**config.mk**
```make
export PLATFORM = sky130hd
export DESIGN_NAME = gtmr_top
export DESIGN_NICKNAME = d
export VERILOG_FILES = /design/src/rtl/gtmr_pkg.sv /design/src/rtl/gtmr_tick_sel.sv /design/src/rtl/gtmr_count.sv /design/src/rtl/gtmr_top.sv
export SDC_FILE = /design/constraint.sdc
export NUM_CORES = 1
export LEC_CHECK = 0
export ABC_AREA = 1
export BUFFER_PORTS_ARGS = -buffer_cell sky130_fd_sc_hd__buf_2
export CORE_MARGIN = 2
export CORE_UTILIZATION = 61
export DETAILED_ROUTE_END_ITERATION = 7
export PLACE_DENSITY = 0.86
export RECOVER_POWER = 25
export SYNTH_ARGS = -nofsm -noshare
export SYNTH_HDL_FRONTEND = slang
export SYNTH_SLANG_ARGS = --single-unit
```
**constraint.sdc**
```tcl
create_clock -name clk -period 2.6 [get_ports clk]
set_clock_uncertainty 0.15 [all_clocks]
set_input_delay 0.26 -clock clk [delete_from_list [all_inputs] [get_ports clk]]
set_output_delay 0.26 -clock clk [all_outputs]
set_load 0.05 [all_outputs]
```
**src/rtl/gtmr_pkg.sv**
```systemverilog
package gtmr_pkg;
    localparam int REG_W  = 32;
    localparam int ADDR_W = 4;
    localparam int NCMP   = 3;
    localparam int FLAG_W = 6;
    localparam int SRC_W  = 3;

    // control bit positions
    localparam int CB_EN    = 0;
    localparam int CB_ENMOD = 1;
    localparam int CB_DBG   = 3;
    localparam int CB_WAIT  = 5;
    localparam int CB_DOZE  = 6;
    localparam int CB_STOP  = 7;
    localparam int CB_FRR   = 9;
    localparam int CB_SWR   = 15;
    localparam int CB_SRC   = 16;

    // bits that hold state (2, 4, 10..15 are dropped)
    localparam logic [REG_W-1:0] CTRL_STORE = ~32'h0000_FC14;
    // fields that survive a software reset
    localparam logic [REG_W-1:0] SOFT_KEEP =
        (REG_W'(1) << CB_EN)   | (REG_W'(1) << CB_ENMOD) |
        (REG_W'(1) << CB_DBG)  | (REG_W'(1) << CB_WAIT)  |
        (REG_W'(1) << CB_DOZE) | (REG_W'(1) << CB_STOP)  |
        (REG_W'((1 << SRC_W) - 1) << CB_SRC);

    typedef enum logic [ADDR_W-1:0] {
        RA_CTRL  = 4'd0,
        RA_PRE   = 4'd1,
        RA_STAT  = 4'd2,
        RA_IEN   = 4'd3,
        RA_CMP1  = 4'd4,
        RA_CMP2  = 4'd5,
        RA_CMP3  = 4'd6,
        RA_CAP1  = 4'd7,
        RA_CAP2  = 4'd8,
        RA_COUNT = 4'd9
    } reg_addr_e;

    typedef enum logic [SRC_W-1:0] {
        SRC_OFF0   = 3'b000,
        SRC_PER    = 3'b001,
        SRC_PERHI  = 3'b010,
        SRC_EXT    = 3'b011,
        SRC_SLOW   = 3'b100,
        SRC_REFDIV = 3'b101,
        SRC_OFF6   = 3'b110,
        SRC_REF    = 3'b111
    } src_e;

    typedef struct packed {
        logic            rov;
        logic            cap2;
        logic            cap1;
        logic [NCMP-1:0] ocf;
    } flag_t;

    function automatic src_e ctrl_src(input logic [REG_W-1:0] c);
        return src_e'(c[CB_SRC +: SRC_W]);
    endfunction

    function automatic flag_t make_flags(input logic [NCMP-1:0] hits, input logic wrap);
        flag_t f;
        f.rov  = wrap;
        f.cap2 = 1'b0;
        f.cap1 = 1'b0;
        f.ocf  = hits;
        return f;
    endfunction
endpackage

```
**src/rtl/gtmr_tick_sel.sv**
```systemverilog
module gtmr_tick_sel
    import gtmr_pkg::*;
#(
    parameter int PRE_W = 12,
    parameter int DIV_W = 3
) (
    input  logic             clk,
    input  logic             rst,
    input  logic             clear,
    input  logic             run,
    input  src_e             src,
    input  logic [PRE_W-1:0] pre,
    input  logic             tick_per,
    input  logic             tick_per_hi,
    input  logic             tick_ext,
    input  logic             tick_slow,
    input  logic             tick_ref,
    output logic             step
);
    logic [DIV_W-1:0] div_q;
    logic [PRE_W-1:0] pc_q;
    logic             sel_tick;
    logic             ref_slow;

    assign ref_slow = tick_ref && (div_q == '1);

    always_comb begin
        case (src)
            SRC_PER:    sel_tick = tick_per;
            SRC_PERHI:  sel_tick = tick_per_hi;
            SRC_EXT:    sel_tick = tick_ext;
            SRC_SLOW:   sel_tick = tick_slow;
            SRC_REFDIV: sel_tick = ref_slow;
            SRC_REF:    sel_tick = tick_ref;
            default:    sel_tick = 1'b0;
        endcase
    end

    assign step = run && sel_tick && (pc_q == pre);

    always_ff @(posedge clk) begin
        if (rst || clear) begin
            div_q <= '0;
            pc_q  <= '0;
        end else begin
            if (run && (src == SRC_REFDIV) && tick_ref)
                div_q <= div_q + 1'b1;
            if (run && sel_tick)
                pc_q <= (pc_q == pre) ? '0 : pc_q + 1'b1;
        end
    end

    // a "none" code never produces an advance
    a_r4_none_freezes: assert property (@(posedge clk) disable iff (rst)
        ((src == SRC_OFF0) || (src == SRC_OFF6)) |-> !step);
    // each advance starts a fresh divide phase
    a_r3_phase_restart: assert property (@(posedge clk) disable iff (rst)
        step |=> (pc_q == '0));
    // the divide phase holds while the timer is stopped
    a_r3_phase_hold: assert property (@(posedge clk) disable iff (rst)
        (!run && !clear) |=> $stable(pc_q));
endmodule

```
**src/rtl/gtmr_count.sv**
```systemverilog
module gtmr_count
    import gtmr_pkg::*;
#(
    parameter int CNT_W = 32
) (
    input  logic                       clk,
    input  logic                       rst,
    input  logic                       zero,
    input  logic                       step,
    input  logic                       free_run,
    input  logic [NCMP-1:0][CNT_W-1:0] cmp,
    output logic [CNT_W-1:0]           cnt,
    output logic [NCMP-1:0]            hit,
    output logic                       wrap
);
    logic [CNT_W-1:0] cnt_q;
    logic [CNT_W-1:0] cnt_nx;
    logic             adv;

    assign adv = step && !zero;

    always_comb begin
        if (!free_run && (cnt_q == cmp[0])) cnt_nx = '0;
        else                                 cnt_nx = cnt_q + 1'b1;
    end

    always_ff @(posedge clk) begin
        if (rst || zero)  cnt_q <= '0;
        else if (step)    cnt_q <= cnt_nx;
    end

    for (genvar g = 0; g < NCMP; g++) begin : g_cmp
        assign hit[g] = adv && (cnt_nx == cmp[g]);
    end

    assign wrap = adv && (cnt_q == '1);
    assign cnt  = cnt_q;

    // restart mode returns to zero after the period match
    a_r5_period_wrap: assert property (@(posedge clk) disable iff (rst)
        (adv && !free_run && (cnt_q == cmp[0])) |=> (cnt_q == '0));
    // free-run mode increments by one, modulo the width
    a_r6_free_inc: assert property (@(posedge clk) disable iff (rst)
        (adv && free_run) |=> (cnt_q == CNT_W'($past(cnt_q) + 1'b1)));
    // leaving MAX always lands on zero
    a_r6_rollover_zero: assert property (@(posedge clk) disable iff (rst)
        wrap |=> (cnt_q == '0));
    // no advance, no clear -> the count holds
    a_r11_hold: assert property (@(posedge clk) disable iff (rst)
        (!step && !zero) |=> $stable(cnt_q));
endmodule

```
**src/rtl/gtmr_top.sv**
```systemverilog
module gtmr_top
    import gtmr_pkg::*;
#(
    parameter int CNT_W = 32,
    parameter int PRE_W = 12
) (
    input  logic              clk,
    input  logic              rst,
    input  logic [ADDR_W-1:0] reg_addr,
    input  logic              reg_we,
    input  logic [REG_W-1:0]  reg_wdata,
    output logic [REG_W-1:0]  reg_rdata,
    input  logic              tick_per,
    input  logic              tick_per_hi,
    input  logic              tick_ext,
    input  logic              tick_slow,
    input  logic              tick_ref,
    output logic              irq
);
    logic [REG_W-1:0]           ctrl_q;
    logic [PRE_W-1:0]           pre_q;
    logic [FLAG_W-1:0]          stat_q;
    logic [FLAG_W-1:0]          ien_q;
    logic [NCMP-1:0][CNT_W-1:0] cmp_q;
    logic [NCMP-1:0]            wr_cmp;
    logic [CNT_W-1:0]           cnt;
    logic [NCMP-1:0]            hit;
    logic                       wrap;
    logic                       step;
    flag_t                      set_flags;
    logic [FLAG_W-1:0]          set_vec;
    logic [FLAG_W-1:0]          stat_clr;
    logic wr_ctrl, wr_pre, wr_stat, wr_ien;
    logic soft_rst, en_rise, cnt_zero, phase_clr;
    logic en, free_run;

    assign wr_ctrl = reg_we && (reg_addr == RA_CTRL);
    assign wr_pre  = reg_we && (reg_addr == RA_PRE);
    assign wr_stat = reg_we && (reg_addr == RA_STAT);
    assign wr_ien  = reg_we && (reg_addr == RA_IEN);

    always_comb begin
        for (int i = 0; i < NCMP; i++)
            wr_cmp[i] = reg_we && (reg_addr == ADDR_W'(32'(RA_CMP1) + i));
    end

    assign en       = ctrl_q[CB_EN];
    assign free_run = ctrl_q[CB_FRR];
    assign soft_rst = wr_ctrl && reg_wdata[CB_SWR];
    assign en_rise  = wr_ctrl && !soft_rst && !en &&
                      reg_wdata[CB_EN] && reg_wdata[CB_ENMOD];
    assign cnt_zero  = soft_rst || en_rise || (wr_cmp[0] && !free_run);
    assign phase_clr = soft_rst || en_rise || wr_pre;

    gtmr_tick_sel #(.PRE_W(PRE_W), .DIV_W(3)) u_tick (
        .clk         (clk),
        .rst         (rst),
        .clear       (phase_clr),
        .run         (en),
        .src         (ctrl_src(ctrl_q)),
        .pre         (pre_q),
        .tick_per    (tick_per),
        .tick_per_hi (tick_per_hi),
        .tick_ext    (tick_ext),
        .tick_slow   (tick_slow),
        .tick_ref    (tick_ref),
        .step        (step)
    );

    gtmr_count #(.CNT_W(CNT_W)) u_count (
        .clk      (clk),
        .rst      (rst),
        .zero     (cnt_zero),
        .step     (step),
        .free_run (free_run),
        .cmp      (cmp_q),
        .cnt      (cnt),
        .hit      (hit),
        .wrap     (wrap)
    );

    assign set_flags = make_flags(hit, wrap);
    assign set_vec   = set_flags;
    assign stat_clr  = wr_stat ? reg_wdata[FLAG_W-1:0] : '0;

    always_ff @(posedge clk) begin
        if (rst) begin
            ctrl_q <= '0;
            pre_q  <= '0;
            stat_q <= '0;
            ien_q  <= '0;
        end else if (soft_rst) begin
            ctrl_q <= ctrl_q & SOFT_KEEP;
            pre_q  <= '0;
            stat_q <= '0;
            ien_q  <= '0;
        end else begin
            if (wr_ctrl) ctrl_q <= reg_wdata & CTRL_STORE;
            if (wr_pre)  pre_q  <= reg_wdata[PRE_W-1:0];
            if (wr_ien)  ien_q  <= reg_wdata[FLAG_W-1:0];
            stat_q <= (stat_q & ~stat_clr) | set_vec;
        end
    end

    always_ff @(posedge clk) begin
        for (int i = 0; i < NCMP; i++) begin
            if (rst || soft_rst)  cmp_q[i] <= '1;
            else if (wr_cmp[i])   cmp_q[i] <= reg_wdata[CNT_W-1:0];
        end
    end

    always_comb begin
        case (reg_addr_e'(reg_addr))
            RA_CTRL:  reg_rdata = ctrl_q;
            RA_PRE:   reg_rdata = REG_W'(pre_q);
            RA_STAT:  reg_rdata = REG_W'(stat_q);
            RA_IEN:   reg_rdata = REG_W'(ien_q);
            RA_CMP1:  reg_rdata = REG_W'(cmp_q[0]);
            RA_CMP2:  reg_rdata = REG_W'(cmp_q[1]);
            RA_CMP3:  reg_rdata = REG_W'(cmp_q[2]);
            RA_COUNT: reg_rdata = REG_W'(cnt);
            default:  reg_rdata = '0;
        endcase
    end

    assign irq = en && |(stat_q & ien_q);

    // a flag event always lands, even against a clear
    a_r9_set_wins: assert property (@(posedge clk) disable iff (rst)
        (|set_vec && !soft_rst) |=> ((stat_q & $past(set_vec)) == $past(set_vec)));
    // written ones clear the bits that saw no event
    a_r9_w1c: assert property (@(posedge clk) disable iff (rst)
        (wr_stat && !soft_rst) |=> ((stat_q & $past(reg_wdata[FLAG_W-1:0] & ~set_vec)) == '0));
    // software reset keeps only the selected control fields
    a_r13_soft_keep: assert property (@(posedge clk) disable iff (rst)
        soft_rst |=> ((ctrl_q == ($past(ctrl_q) & SOFT_KEEP)) && (cnt == '0) && (stat_q == '0)));
    // a compare 1 write in restart mode zeroes the count
    a_r8_cmp1_zero: assert property (@(posedge clk) disable iff (rst)
        (wr_cmp[0] && !free_run) |=> (cnt == '0));
    // an enable with ENMOD restarts at zero
    a_r11_enmod_restart: assert property (@(posedge clk) disable iff (rst)
        en_rise |=> (cnt == '0));
endmodule

```
==> run metrics <==
pwr/cell area 430 mW/mm^2; worst setup path start u_count.cnt[19]; number of global-route vias before repair 13000; P&R area growth vs syn 34.6%; f_max 0.373 GHz; Initial DRC Count 2182; die width 140 microns; clk root buf clkbuf_16; Die H 140 microns; Non-Filler Instances 2232; Worst Path Arrival 2.92 ns; Reg area 0.00389 sq mm; wire per inst 21.8 microns; Worst Hold Path EP ctrl_q[8]; largest cells by area after synthesis dfxtp_1, nand2_1, o211ai_1; post-synthesis sequential area ratio 34.0%; syn nets 1753; Via-to-Cell Ratio 6.36; placed cells 2131; n_diodes 0; I/O pins 77; Hold Crit Depth 5; Hold Fails Final Rpt 0; maximum vdd drop 0.613 mV; GR Overflow Total 0; status finished, violations left; Post-DP HPWL 33900 microns; CTS clk-pin slew, worst paths 0.09 ns; area leader, netlist dfxtp_1; # DRC 0; Syn Area/Cell 6.59 sq um; Worst-Margin Slew 1.23 ns; Hold WS 0.132 ns; TNS Setup -0.188 ns; R2R cell count 17; Yosys warnings 0; Final setup viols 3; RSZ-0062 raised after global routing yes; Port Buffers 76; Slew Viols, Final 0; Setup CP Type reg2reg; CTS buffer count 17; initial antenna violation count 2; first-pass GRT wire length 72100 microns; share of layout cells above drive strength 1 27.3%; drt total wl 48600 microns; setup ws final -0.0824 ns; Synth cell types 42; Lkg Pwr 7.64 nW; drt first pass iters 8; Mapped Area 0.0112 sq mm; max-cap viol count 0; Synth top area share 34.0%; CTS Buffer Depth 2; Crit path required time 2.84 ns; Worst Setup End Kind flop; Core Region 0.0180 sq mm; Antenna Violating Nets Remaining 0; Hold Crit Class in2reg; Slew HR 18.1%; r2r setup slk -0.08 ns; clk_lat worst skew 0.46 ns; min cycle time layout 2.68 ns; TritonCTS sink count 191; GRT Overall Usage 47.5%; Place WS -0.252 ns; Vias 14200; Reg2Reg Capture Point stat_q[2]; number of fill cells in the layout 1161; TritonCTS clock tree yes; violated checks setup timing; Total Nets Final 2038; CP startpoint kind flop; row cnt 49; DIE AREA 0.0195 sq mm; reg2reg start u_count.cnt[19]; routability cong. 1.10; Max FO, Critical Path 8; Yosys reg bits 191; Post-Syn Instances 1705; largest net degree at the start of global routing 65; final period utilization 103%; area occupied by multi-input gates 0.00682 sq mm; Starting Density 62.3%; CTS H-tree depth 4; hold path startpoint reg_we
==> layout by cell type (no fill, tap or decap), types with 18 or more instances in the layout <==
cell	n
nand4_1	21
nor3_1	20
clkbuf_16	18
nor2_1	73
o21ai_0	82
dfxtp_1	155
o22ai_1	22
buf_2	75
nand2_1	455
a21oi_1	94
a221oi_1	27
nand3_1	89
inv_1	188
nand2_2	56
nor2_4	18
xor2_1	27
buf_4	206
o211ai_1	104
dfxtp_2	28
dlygate4sd3_1	31
nor2_2	21
==> metal layers <==
layer  vias up  share of wire, %  track usage (%)
li1       6229                 -                -
met2      1191                43             72.1
met4         4               6.2             21.6
met5         -             0.045                0
met3       286                15             14.1
met1      6487                36             62.6
==> report_power, final <==
part	total [W]	internal (W)	switching, W
registers	0.00301	0.00296	0.0000506
logic	0.000692	0.000213	0.000479
clock network	0.00280	0.00140	0.00140
total	0.00650	0.00457	0.00193
==> stage by stage <==
stage | cell area (sq um) | total power (W) | utilization, %
after floorplan | 11200 | 0.00344 | -
after global placement | 13200 | 0.00368 | 73.0
after detailed placement | 13200 | 0.00369 | 73.0
after CTS | 14600 | 0.00644 | 80.8
after global routing | 15100 | 0.00662 | 83.9
final | 15100 | 0.00650 | 83.9
==> cells in the mapped netlist (all sizes together) <==
library cell and count:
a211oi 1, a21oi 98, a221oi 27, a22o 1
a31oi 2, and3 1, buf 21, clkbuf 59
clkinv 4, dfxtp 191, ha 4, inv 206
nand2 516, nand3 109, nand3b 16, nand4 21
nor2 112, nor3 28, nor3b 5, o2111ai 3
o211ai 104, o21ai 92, o21bai 1, o221ai 7
o22ai 22, or2 2, xnor2 12, xor2 40
==> timing repair <==
item	CTS	global route
hold buffers	31	0
pin swaps	39	65
endpoints found under the setup margin	4	7
gates cloned	2	1
buffers inserted	20	16
endpoints found under the hold margin	55	0
gates resized for setup	81	142
==> worst max-delay path by stage <==
stage / to / cells past startpoint
4_1_cts: stat_q[1] / 18
5_1_grt: stat_q[2] / 17
3_5_place_dp: stat_q[2] / 18
3_3_place_gp: stat_q[2] / 18
2_1_floorplan: stat_q[2] / 15
6_report: stat_q[2] / 17
==> registers in the layout (all words and copies together), names as in the netlist <==
| signal | flops |
|---|---|
| cmp_q | 96 |
| u_count.cnt | 32 |
| pre_q | 12 |
| u_tick.div_q | 3 |
| stat_q | 6 |
| ien_q | 6 |
| ctrl_q | 24 |
| u_tick.pc_q | 12 |
==> critical path: stages (launching register included) <==
cell,delay [ns]
dfxtp_1,0.33
inv_1,0.06
or2_2,0.27
nand4_1,0.12
nor2_1,0.07
buf_4,0.14
nand3_4,0.12
buf_6,0.14
buf_12,0.13
buf_4,0.14
nand3_4,0.09
nand2_1,0.09
nand2_2,0.09
nor2_2,0.17
nand3_2,0.12
nor2_2,0.15
nand3_1,0.09
a21oi_1,0.15
==> cell type report <==
cell class,count,area share [%]
Multi-Input combinational cell,1224,45.1
Sequential cell,191,25.7
Timing Repair Buffer,346,17.9
Inverter,210,5.25
Clock buffer,18,2.84
Tap cell,229,1.90
Clock inverter,14,1.24
==> kinds of logic (layout without fill, tap and decap cells) <==
group / count (synthesis) / after routing / share of synthesized area [%]
buffers and inverters: 290 / 588 / 10.2
AO/OA/AOI/OAI: 358 / 358 / 19.9
AND/OR/NAND/NOR: 810 / 810 / 31.0
XOR/XNOR: 52 / 52 / 4.39
adder cells (fa/ha/maj): 4 / 4 / 0.446
flip-flops: 191 / 191 / 34.0
No activity file was read; power rests on OpenSTA's default activity.
